### src/rtl/hbuf_pkg.sv
package hbuf_pkg;
  localparam int DATA_W = 16;

  // status word bit positions
  localparam int ST_OVF = 1;
  localparam int ST_UNF = 2;
  localparam int ST_AF  = 10;
  localparam int ST_AE  = 11;

  localparam logic [DATA_W-1:0] STICKY_MASK =
    (DATA_W'(1) << ST_OVF) | (DATA_W'(1) << ST_UNF) | (DATA_W'(1) << ST_AE);

  // configuration word, MSB first: bit15 rx dma, 14:8 af thr, bit7 tx dma, 6:0 ae thr
  typedef struct packed {
    logic       rx_dma;
    logic [6:0] af_thr;
    logic       tx_dma;
    logic [6:0] ae_thr;
  } hbuf_cfg_t;
endpackage

### src/rtl/hbuf_store.sv
module hbuf_store #(
  parameter int DEPTH = 32,
  parameter int WIDTH = 16,
  localparam int AW = $clog2(DEPTH),
  localparam int CW = $clog2(DEPTH + 1)
) (
  input  logic             clk,
  input  logic             rst_n,
  input  logic             soft_clr,
  input  logic             push,
  input  logic [WIDTH-1:0] push_data,
  input  logic             pop,
  output logic [CW-1:0]    count,
  output logic [WIDTH-1:0] rd_word,
  output logic             push_drop,
  output logic             pop_miss
);
  logic [WIDTH-1:0] mem [DEPTH];
  logic [AW-1:0]    wptr_q, wptr_d, rptr_q, rptr_d;
  logic [CW-1:0]    count_q, count_d;
  logic [WIDTH-1:0] rd_q, rd_d;
  logic             pop_ok, push_ok, wr_en;

  function automatic logic [AW-1:0] ptr_inc(input logic [AW-1:0] p);
    return (p == AW'(DEPTH - 1)) ? '0 : p + AW'(1);
  endfunction

  always_comb begin
    pop_ok    = pop && (count_q != '0);
    push_ok   = push && ((count_q != CW'(DEPTH)) || pop_ok);
    push_drop = push && !push_ok && !soft_clr;
    pop_miss  = pop && !pop_ok && !soft_clr;
    wr_en     = push_ok && !soft_clr;
    wptr_d    = wptr_q;
    rptr_d    = rptr_q;
    count_d   = count_q;
    rd_d      = rd_q;
    if (soft_clr) begin
      wptr_d  = '0;
      rptr_d  = '0;
      count_d = '0;
    end else begin
      if (pop_ok) begin
        rd_d   = mem[rptr_q];
        rptr_d = ptr_inc(rptr_q);
      end
      if (push_ok) wptr_d = ptr_inc(wptr_q);
      count_d = count_q + CW'(push_ok) - CW'(pop_ok);
    end
  end

  always_ff @(posedge clk or negedge rst_n) begin
    if (!rst_n) begin
      wptr_q  <= '0;
      rptr_q  <= '0;
      count_q <= '0;
      rd_q    <= '0;
    end else begin
      wptr_q  <= wptr_d;
      rptr_q  <= rptr_d;
      count_q <= count_d;
      rd_q    <= rd_d;
    end
  end

  always_ff @(posedge clk) begin
    if (wr_en) mem[wptr_q] <= push_data;
  end

  assign count   = count_q;
  assign rd_word = rd_q;

  // occupancy never passes the depth
  a_r3_count_bound: assert property (@(posedge clk) disable iff (!rst_n)
    count_q <= CW'(DEPTH));
  // an empty pop leaves the read word alone
  a_r4_hold_on_miss: assert property (@(posedge clk) disable iff (!rst_n)
    (pop && count_q == '0 && !soft_clr) |=> $stable(rd_q));
  // soft clear empties in one edge
  a_r10_clear_empties: assert property (@(posedge clk) disable iff (!rst_n)
    soft_clr |=> (count_q == '0));
  // swap on full keeps it full
  a_r12_full_swap: assert property (@(posedge clk) disable iff (!rst_n)
    (count_q == CW'(DEPTH) && push && pop && !soft_clr) |=> (count_q == CW'(DEPTH)));
endmodule

### src/rtl/hbuf_cfg.sv
module hbuf_cfg
  import hbuf_pkg::*;
(
  input  logic              clk,
  input  logic              rst_n,
  input  logic              we,
  input  logic [DATA_W-1:0] wdata,
  output hbuf_cfg_t         cfg
);
  hbuf_cfg_t cfg_q, cfg_d;

  always_comb begin
    cfg_d = cfg_q;
    if (we) cfg_d = hbuf_cfg_t'(wdata);
  end

  always_ff @(posedge clk or negedge rst_n) begin
    if (!rst_n) cfg_q <= '0;
    else        cfg_q <= cfg_d;
  end

  assign cfg = cfg_q;

  // a write lands whole on the next edge
  a_r5_cfg_lands: assert property (@(posedge clk) disable iff (!rst_n)
    we |=> (DATA_W'(cfg_q) == $past(wdata)));
endmodule

### src/rtl/hbuf_status.sv
module hbuf_status
  import hbuf_pkg::*;
#(
  parameter int CW = 6
) (
  input  logic              clk,
  input  logic              rst_n,
  input  logic              soft_clr,
  input  logic              xfer_tx,
  input  logic [CW-1:0]     level,
  input  hbuf_cfg_t         cfg,
  input  logic              push_drop,
  input  logic              pop_miss,
  input  logic              clr_we,
  input  logic [DATA_W-1:0] clr_data,
  input  logic [DATA_W-1:0] irq_en,
  output logic [DATA_W-1:0] stat_word,
  output logic              irq,
  output logic              dma_rx_req,
  output logic              dma_tx_req
);
  logic [DATA_W-1:0] st_q, st_d, set_vec, clr_vec;
  logic              af_live, ae_cond;

  always_comb begin
    af_live = 32'(level) > 32'(cfg.af_thr);
    ae_cond = 32'(level) <= 32'(cfg.ae_thr);
    set_vec         = '0;
    set_vec[ST_AE]  = ae_cond;
    set_vec[ST_OVF] = push_drop;
    set_vec[ST_UNF] = pop_miss;
    clr_vec = clr_we ? clr_data : '0;
    if (soft_clr) st_d = '0;
    else          st_d = ((st_q & ~clr_vec) | set_vec) & STICKY_MASK;
  end

  always_ff @(posedge clk or negedge rst_n) begin
    if (!rst_n) st_q <= '0;
    else        st_q <= st_d;
  end

  assign stat_word  = st_q | (DATA_W'(af_live) << ST_AF);
  assign irq        = |(stat_word & irq_en);
  assign dma_rx_req = cfg.rx_dma & ~xfer_tx & af_live;
  assign dma_tx_req = cfg.tx_dma & xfer_tx & ae_cond;

  // a dropped push is flagged
  a_r3_drop_flagged: assert property (@(posedge clk) disable iff (!rst_n)
    push_drop |=> stat_word[ST_OVF]);
  // an empty pop is flagged
  a_r4_miss_flagged: assert property (@(posedge clk) disable iff (!rst_n)
    pop_miss |=> stat_word[ST_UNF]);
  // almost-empty stays until cleared
  a_r7_ae_holds: assert property (@(posedge clk) disable iff (!rst_n)
    (stat_word[ST_AE] && !(clr_we && clr_data[ST_AE]) && !soft_clr) |=> stat_word[ST_AE]);
  // soft clear wipes sticky flags
  a_r10_flags_zero: assert property (@(posedge clk) disable iff (!rst_n)
    soft_clr |=> ((stat_word & STICKY_MASK) == '0));
endmodule

### src/rtl/hbuf_fifo.sv
module hbuf_fifo
  import hbuf_pkg::*;
#(
  parameter int DEPTH = 32,
  localparam int CW = $clog2(DEPTH + 1)
) (
  input  logic              clk,
  input  logic              rst_n,
  input  logic              soft_clr,
  input  logic              xfer_tx,
  input  logic              cfg_we,
  input  logic [DATA_W-1:0] cfg_wdata,
  output logic [DATA_W-1:0] cfg_q,
  input  logic              host_wr,
  input  logic [DATA_W-1:0] host_wdata,
  input  logic              host_rd,
  output logic [DATA_W-1:0] host_rdata,
  input  logic              card_wr,
  input  logic [DATA_W-1:0] card_wdata,
  input  logic              card_rd,
  output logic [DATA_W-1:0] card_rdata,
  input  logic              stat_clr_we,
  input  logic [DATA_W-1:0] stat_clr_data,
  output logic [DATA_W-1:0] stat_word,
  input  logic [DATA_W-1:0] irq_en,
  output logic              irq,
  output logic              dma_rx_req,
  output logic              dma_tx_req,
  output logic [CW-1:0]     level
);
  hbuf_cfg_t         cfg;
  logic              push, pop, push_drop, pop_miss;
  logic [DATA_W-1:0] push_data, rd_word;
  logic [CW-1:0]     count;

  // direction steering: transmit is fed by the host, receive by the card
  always_comb begin
    if (xfer_tx) begin
      push      = host_wr;
      push_data = host_wdata;
      pop       = card_rd;
    end else begin
      push      = card_wr;
      push_data = card_wdata;
      pop       = host_rd;
    end
  end

  hbuf_cfg u_cfg (
    .clk   (clk),
    .rst_n (rst_n),
    .we    (cfg_we),
    .wdata (cfg_wdata),
    .cfg   (cfg)
  );

  hbuf_store #(.DEPTH(DEPTH), .WIDTH(DATA_W)) u_store (
    .clk       (clk),
    .rst_n     (rst_n),
    .soft_clr  (soft_clr),
    .push      (push),
    .push_data (push_data),
    .pop       (pop),
    .count     (count),
    .rd_word   (rd_word),
    .push_drop (push_drop),
    .pop_miss  (pop_miss)
  );

  hbuf_status #(.CW(CW)) u_status (
    .clk        (clk),
    .rst_n      (rst_n),
    .soft_clr   (soft_clr),
    .xfer_tx    (xfer_tx),
    .level      (count),
    .cfg        (cfg),
    .push_drop  (push_drop),
    .pop_miss   (pop_miss),
    .clr_we     (stat_clr_we),
    .clr_data   (stat_clr_data),
    .irq_en     (irq_en),
    .stat_word  (stat_word),
    .irq        (irq),
    .dma_rx_req (dma_rx_req),
    .dma_tx_req (dma_tx_req)
  );

  assign cfg_q      = DATA_W'(cfg);
  assign host_rdata = rd_word;
  assign card_rdata = rd_word;
  assign level      = count;
endmodule

### config.mk
export PLATFORM = sky130hd
export DESIGN_NAME = hbuf_fifo
export DESIGN_NICKNAME = d
export VERILOG_FILES = /design/src/rtl/hbuf_pkg.sv /design/src/rtl/hbuf_store.sv /design/src/rtl/hbuf_cfg.sv /design/src/rtl/hbuf_status.sv /design/src/rtl/hbuf_fifo.sv
export SDC_FILE = /design/constraint.sdc
export NUM_CORES = 1
export LEC_CHECK = 0
export BUFFER_PORTS_ARGS = -buffer_cell sky130_fd_sc_hd__buf_2
export CORE_ASPECT_RATIO = 1.1
export CORE_UTILIZATION = 55
export DETAILED_ROUTE_END_ITERATION = 10
export PLACE_DENSITY = 0.74
export SYNTH_ARGS = -nofsm -noshare
export SYNTH_HDL_FRONTEND = slang
export SYNTH_SLANG_ARGS = --single-unit
### constraint.sdc
create_clock -name clk -period 3.2 [get_ports clk]
set_input_delay 0.64 -clock clk [delete_from_list [all_inputs] [get_ports clk]]
set_output_delay 0.64 -clock clk [all_outputs]
set_load 0.01 [all_outputs]
* Word-level counts from Yosys, hierarchy flattened *
Memories as Yosys holds them, arrays and structs flattened. A register that Yosys moved wholly into a read port is not among the register bits.
Cells that the tools add are included.

word-level totals
  output and inout port bits = 73
  memories = 1
  RAM bits = 512
  bits in registers = 44
  word-level logic and storage cells = 60
  input bits = 90

cells by class
  equality and inequality tests = 3
  bitwise operators = 11
  muxes and demuxes = 14
  order comparisons = 2
  reduce and logical (&&, ||, !) cells = 17
  add/sub/neg operators = 4

memories
  name         depth  width  rd ports  clocked after Yosys merged registers in  write ports  line              RTL
  u_store.mem  32     16     1         1                                        1            hbuf_store.sv:18  logic [WIDTH-1:0] mem [DEPTH];

operators by type and width
  kind                                                            number
  5-bit 2-to-1 mux                                                6
  12-bit 2-to-1 mux                                               2
  16-bit AND                                                      1
  16-bit 2-to-1 mux                                               1
  16-bit OR reduction                                             1
  12-bit AND                                                      1
  12-bit inverter                                                 1
  12-bit by 11-bit OR with 12-bit output                          1
  12-bit OR                                                       1
  5-bit by 1-bit adder with 5-bit output (second input constant)  2
  5-bit equality test (second input constant)                     2
  6-bit by 7-bit greater-than comparator with 1-bit output        1
  6-bit by 7-bit less-or-equal comparator with 1-bit output       1
  1-bit logical AND                                               7
  6-bit by 1-bit adder with 6-bit output                          1
  6-bit 2-to-1 mux                                                1
  6-bit inequality test (second input constant)                   1
  6-bit nonzero test                                              1
  6-bit by 1-bit subtractor with 6-bit output                     1
  1-bit AND                                                       4
  1-bit logical NOT                                               4
  1-bit 2-to-1 mux                                                4
  2-bit nonzero test                                              2
  1-bit inverter                                                  2
  other kinds (2)                                                 2

* Logic depth before layout (Yosys ltp) *
  word-level depth = 9
  mapped depth = 13
  depth with buffers taken out = 13

* By module *
From an unflattened synthesis, not the netlist that was laid out.

unflattened totals
  cells, all modules = 1205
  area total of the unflattened synthesis = 22985.8 um^2

by module, submodules not included
  module       area each (um^2)  seq. area each (um^2)  times used  cells each
  hbuf_store   21383.0           16175.5                1           1061
  hbuf_cfg     649.4             400.4                  1           34
  hbuf_status  561.8             75.1                   1           74
  hbuf_fifo    391.6             0.0                    1           36

* Worst setup path before layout *
Ideal clock, no wire load.

  kind = input -> register
  start point = input port xfer_tx
  end point = memory u_store.mem[29][0] (enable)
  slack = 0.515 ns
  arrival time = 2.297 ns
  buffers on the path = 1
  data required time = 2.812 ns
  library setup time = 0.388 ns
  stages = 6
  cells stage by stage = buf_2 > mux2_2 > nand2_1 > nor2_1 > nand2_1 > nor2_1

on the way
  cells in the longest elaborated chain, start to end = 7
  elaborated cells between the ends (all ways) = 8
  those cells by class = mux (4); reduce/logical (4)

RTL lines
  what                                        line              RTL
  start: declaration                          hbuf_fifo.sv:10   input logic xfer_tx,
  1-bit 2-to-1 mux                            hbuf_fifo.sv:38   if (xfer_tx) begin
  1-bit logical AND                           hbuf_store.sv:29  pop_ok = pop && (count_q != '0);
  1-bit logical OR                            hbuf_store.sv:30  push_ok = push && ((count_q != CW'(DEPTH)) || pop_ok);
  1-bit logical AND (*)                       hbuf_store.sv:30
  1-bit logical AND (*)                       hbuf_store.sv:33  wr_en = push_ok && !soft_clr;
  1-bit 2-to-1 mux (*)                        hbuf_store.sv:67  if (wr_en) mem[wptr_q] <= push_data;
  1-bit 2-to-1 mux (not written as such) (*)  hbuf_store.sv:67
  end: declaration                            hbuf_store.sv:18

Mark *: on every way between the ends. The rest lies on a longest branch, timed or not.

* Final worst setup path *
  start point = register u_cfg.cfg[10] (netlist name)
  end point = output port irq

on the way
  cells in the longest elaborated chain, start to end = 4

RTL lines
  what                                                      line               RTL
  6-bit by 7-bit greater-than comparator with 1-bit output  hbuf_status.sv:26  af_live = 32'(level) > 32'(cfg.af_thr);
  12-bit by 11-bit OR with 12-bit output                    hbuf_status.sv:42  assign stat_word = st_q | (DATA_W'(af_live) << ST_AF);
  16-bit AND                                                hbuf_status.sv:43  assign irq = |(stat_word & irq_en);
  16-bit OR reduction                                       hbuf_status.sv:43
  end: declaration                                          hbuf_fifo.sv:26    output logic irq,

Every way passes these cells.

==> out/results.txt <==
Final ANT Viol Nets: 0
CTS root buf: clkbuf_16
largest family of logic cells by synthesized area: multiplexers
Yosys reg bits: 563
first-pass GRT wire length: 73.4 mm
Layout fillers: 2650
pwr/cell area: 675 nW/µm²
post-DP HPWL: 30.0 mm
Main synth FF type: edfxtp_1
clk_lat worst skew: 0.57 ns
Critical Path RT: 2.56 ns
Async S/R FF share, synth: 9.06%
cell family with most CP delay: compound AO/OA/AOI/OAI gates
Critical Path Start Type: flop
worst slew pin tran: 1.00 ns
CP arrival: 2.50 ns
Die Ht: 214 µm
syn_area_per_cell: 19.6 µm²
core area: 40200 µm²
Max-cap violations: 0
Post-Synth XOR/XNOR Area: 0.156%
fin nets: 1437
Final GP Congestion: 0.810
critical-path cell list: inv_2, ha_4, a21o_1, a21o_1, a211o_1, a21oi_2, nor3_2, a221o_1, buf_2
Post-Synth Simple-Gate Area: 3.48%
Cell variety after synth: 50
largest net degree at the start of global routing: 45
fin crit share: 98.1%
Mapped Area: 22500 µm²
Max VDD drop: 364 µV
DR WL/cell: 26.2 µm
1st-pass router iterations: 7
Cells after Synth: 1146
Setup crit end kind: output pin
Avg Vias per Cell: 6.20
RSZ-0062 raised after global routing: true
mux contribution to synthesized area: 14.3%
CP max stage delay: 0.39 ns
Rel. slew slack: 33.2%
Fmax: 319 MHz
layout overhead on the synthesized area: 13.0%
CP Class: flop to output pin
Die Area: 41600 µm²
FF-to-FF Start: u_store.count[2]
status: finished, final reports clean
CTS Sinks: 563
PortBufs: 125
# setup viols final: 0
Synth Area in Compound Gates: 3.33%
Initial DRC Count: 1126
Hold Vio Cnt, Final: 0
io pins: 163
leakage power: 8.58 nW
Global Route Usage Sum: 24.1%
min Tclk post-route: 3.14 ns
sequential fraction of the synthesis area: 74.2%
CTS Buf Count: 52
CP max FO: 3
CTS tree: built
clk_skew: 0.0129 ns
Remaining DRCs: 0
Worst Setup Slack, final: 0.0613 ns
Post-synth EDFFs: 512
share of layout cells above drive strength 1: 30.9%
reg2reg path depth: 14
adder-cell share of the synthesized area: 1.59%
Reg2Reg Setup Slack: 0.31 ns
vias: 11600
final wirelength: 49.0 mm
Worst Hold Class: input pin to asynchronous set/reset pin
CP dominant cell by count: a21o_1
Internal Power: 12.8 mW
FF-to-FF End: u_store.count[4]
Setup WS pre-CTS: 0.317 ns
initial antenna violation count: 1
clock power share: 33.4%
CTS clk-pin slew, worst paths: 0.06 ns
Die X: 195 µm
sw frac: 25.1%
Starting Density: 55.9%
CTS Buffer Depth: 3
final global-route overflow total: 0
Buf+Inv Stages, Crit Path: 2
Seq pwr share: 49.8%
Max H-tree Level: 2
synth warn: 0
Cell Rows: 77
combinational power share: 16.8%
critical-path cell with the highest stage delay: dfrtp_1
Util after Layout: 63.2%
switching pwr: 4.30 mW
vias in the first global route: 11800
Slew Viols, Final: 0
final cells by class:
cell class / instances / area [µm²] / area share (%)
clock buffers: 67 / 1400 / 5.52
inverters: 20 / 75.1 / 0.296
clock inverters: 27 / 160 / 0.631
diodes: 1 / 2.50 / 0.00986
repair buffers: 197 / 1230 / 4.84
multi-input cells: 485 / 5210 / 20.5
well taps: 513 / 642 / 2.53
flip-flops and latches: 563 / 16700 / 65.6
metrics by stage:
stage	area [µm²]	power [mW]	hold slack (ns)	TNS, ns	instances
floorplan	22500	10.8	0.344	0	1157
global placement	23800	11.5	0.488	0	1775
detailed placement	23800	11.5	0.488	0	1775
CTS	25400	17.2	0.0313	0	1870
global route	25400	17.7	0.0547	-0.0358	1872
finish	25400	17.1	0.0349	0	1873
registers in the layout, summed over array words and instances, names as in the netlist:
register         cells
u_store.rd_word     16
u_store.rptr_q       5
u_status.st_q        3
u_cfg.cfg           16
u_store.count        6
u_store.mem        512
u_store.wptr_q       5
power by group through the flow:
stage	sequential [mW]	combinational, mW	clock (mW)
2_1_floorplan	8.65	2.14	0
3_3_place_gp	8.68	2.80	0
3_5_place_dp	8.69	2.85	0
4_1_cts	8.53	2.90	5.81
5_1_grt	8.55	3.12	6.06
6_report	8.53	2.88	5.72
metal layers:
metal  share of wire (%)  global-route usage (%)
met5               0.024                       0
met4                 4.1                    10.6
met3                 6.7                    3.37
met2                  51                    40.9
met1                  38                    31.3
worst max path at each step:
stage | from | end | slack, ns | cells after the start
global route | u_store.count[2] | irq | -0.04 | 8
finish | u_cfg.cfg[10] | irq | 0.06 | 9
global placement | xfer_tx | u_store.count[4] | 0.34 | 12
CTS | u_store.count[1] | irq | 0.002 | 8
floorplan | xfer_tx | u_store.mem[29][0] | 0.51 | 6
detailed placement | xfer_tx | u_store.mem[6][13] | 0.32 | 9
kinds of logic after synthesis:
group | after synthesis
AOI/OAI and AO/OA | 125
xor gates and xnor gates | 4
adders and majority gates | 28
muxes | 157
DFF | 563
other | 1
and+or+nand+nor | 159
buffers and inverters | 109
what timing repair did:
action,CTS,global route
setup endpoints to repair,2,2
pin swaps,3,1
hold buffers,0,0
setup buffers,1,2
resized for setup,3,2
worst register-to-register path: stages, from the launching register on:
cell      delay [ns]
dfrtp_1         0.41
buf_4           0.17
inv_1           0.07
ha_1            0.16
nor4bb_1        0.41
o21ai_0         0.16
nand2_1         0.12
inv_1           0.10
ha_1            0.24
fa_1            0.43
a21oi_1         0.14
nor2_1          0.05
nor2_1          0.11
xor2_1          0.16
nor2_1          0.05
cell usage after synthesis, drive strengths merged (5+ instances only):
| cell type | n | share of area, % |
|---|---|---|
| inv | 20 | 0.33 |
| buf | 74 | 2.3 |
| mux4 | 128 | 13 |
| or4 | 15 | 0.50 |
| ha | 27 | 1.5 |
| dfrtp | 51 | 5.7 |
| clkbuf | 15 | 0.25 |
| nand3b | 7 | 0.23 |
| nor2b | 5 | 0.14 |
| mux2i | 5 | 0.22 |
| nor2 | 55 | 0.92 |
| mux2 | 24 | 1.2 |
| nand2 | 46 | 0.77 |
| o22ai | 57 | 1.6 |
| edfxtp | 512 | 68 |
| nor3 | 6 | 0.13 |
| a21oi | 18 | 0.40 |
| o21ai | 32 | 0.71 |
placed cells by master (no fill, tap or decap), types with 17 or more instances in the layout:
master,instances
inv_1,19
clkinv_1,17
clkbuf_16,54
buf_2,125
mux4_2,123
ha_1,26
o22ai_1,57
buf_4,67
dfrtp_1,48
edfxtp_1,512
nand2_1,46
mux2_2,24
nor2_1,55
a21oi_1,17
o21ai_0,18
(Power assumes the default switching activity.)
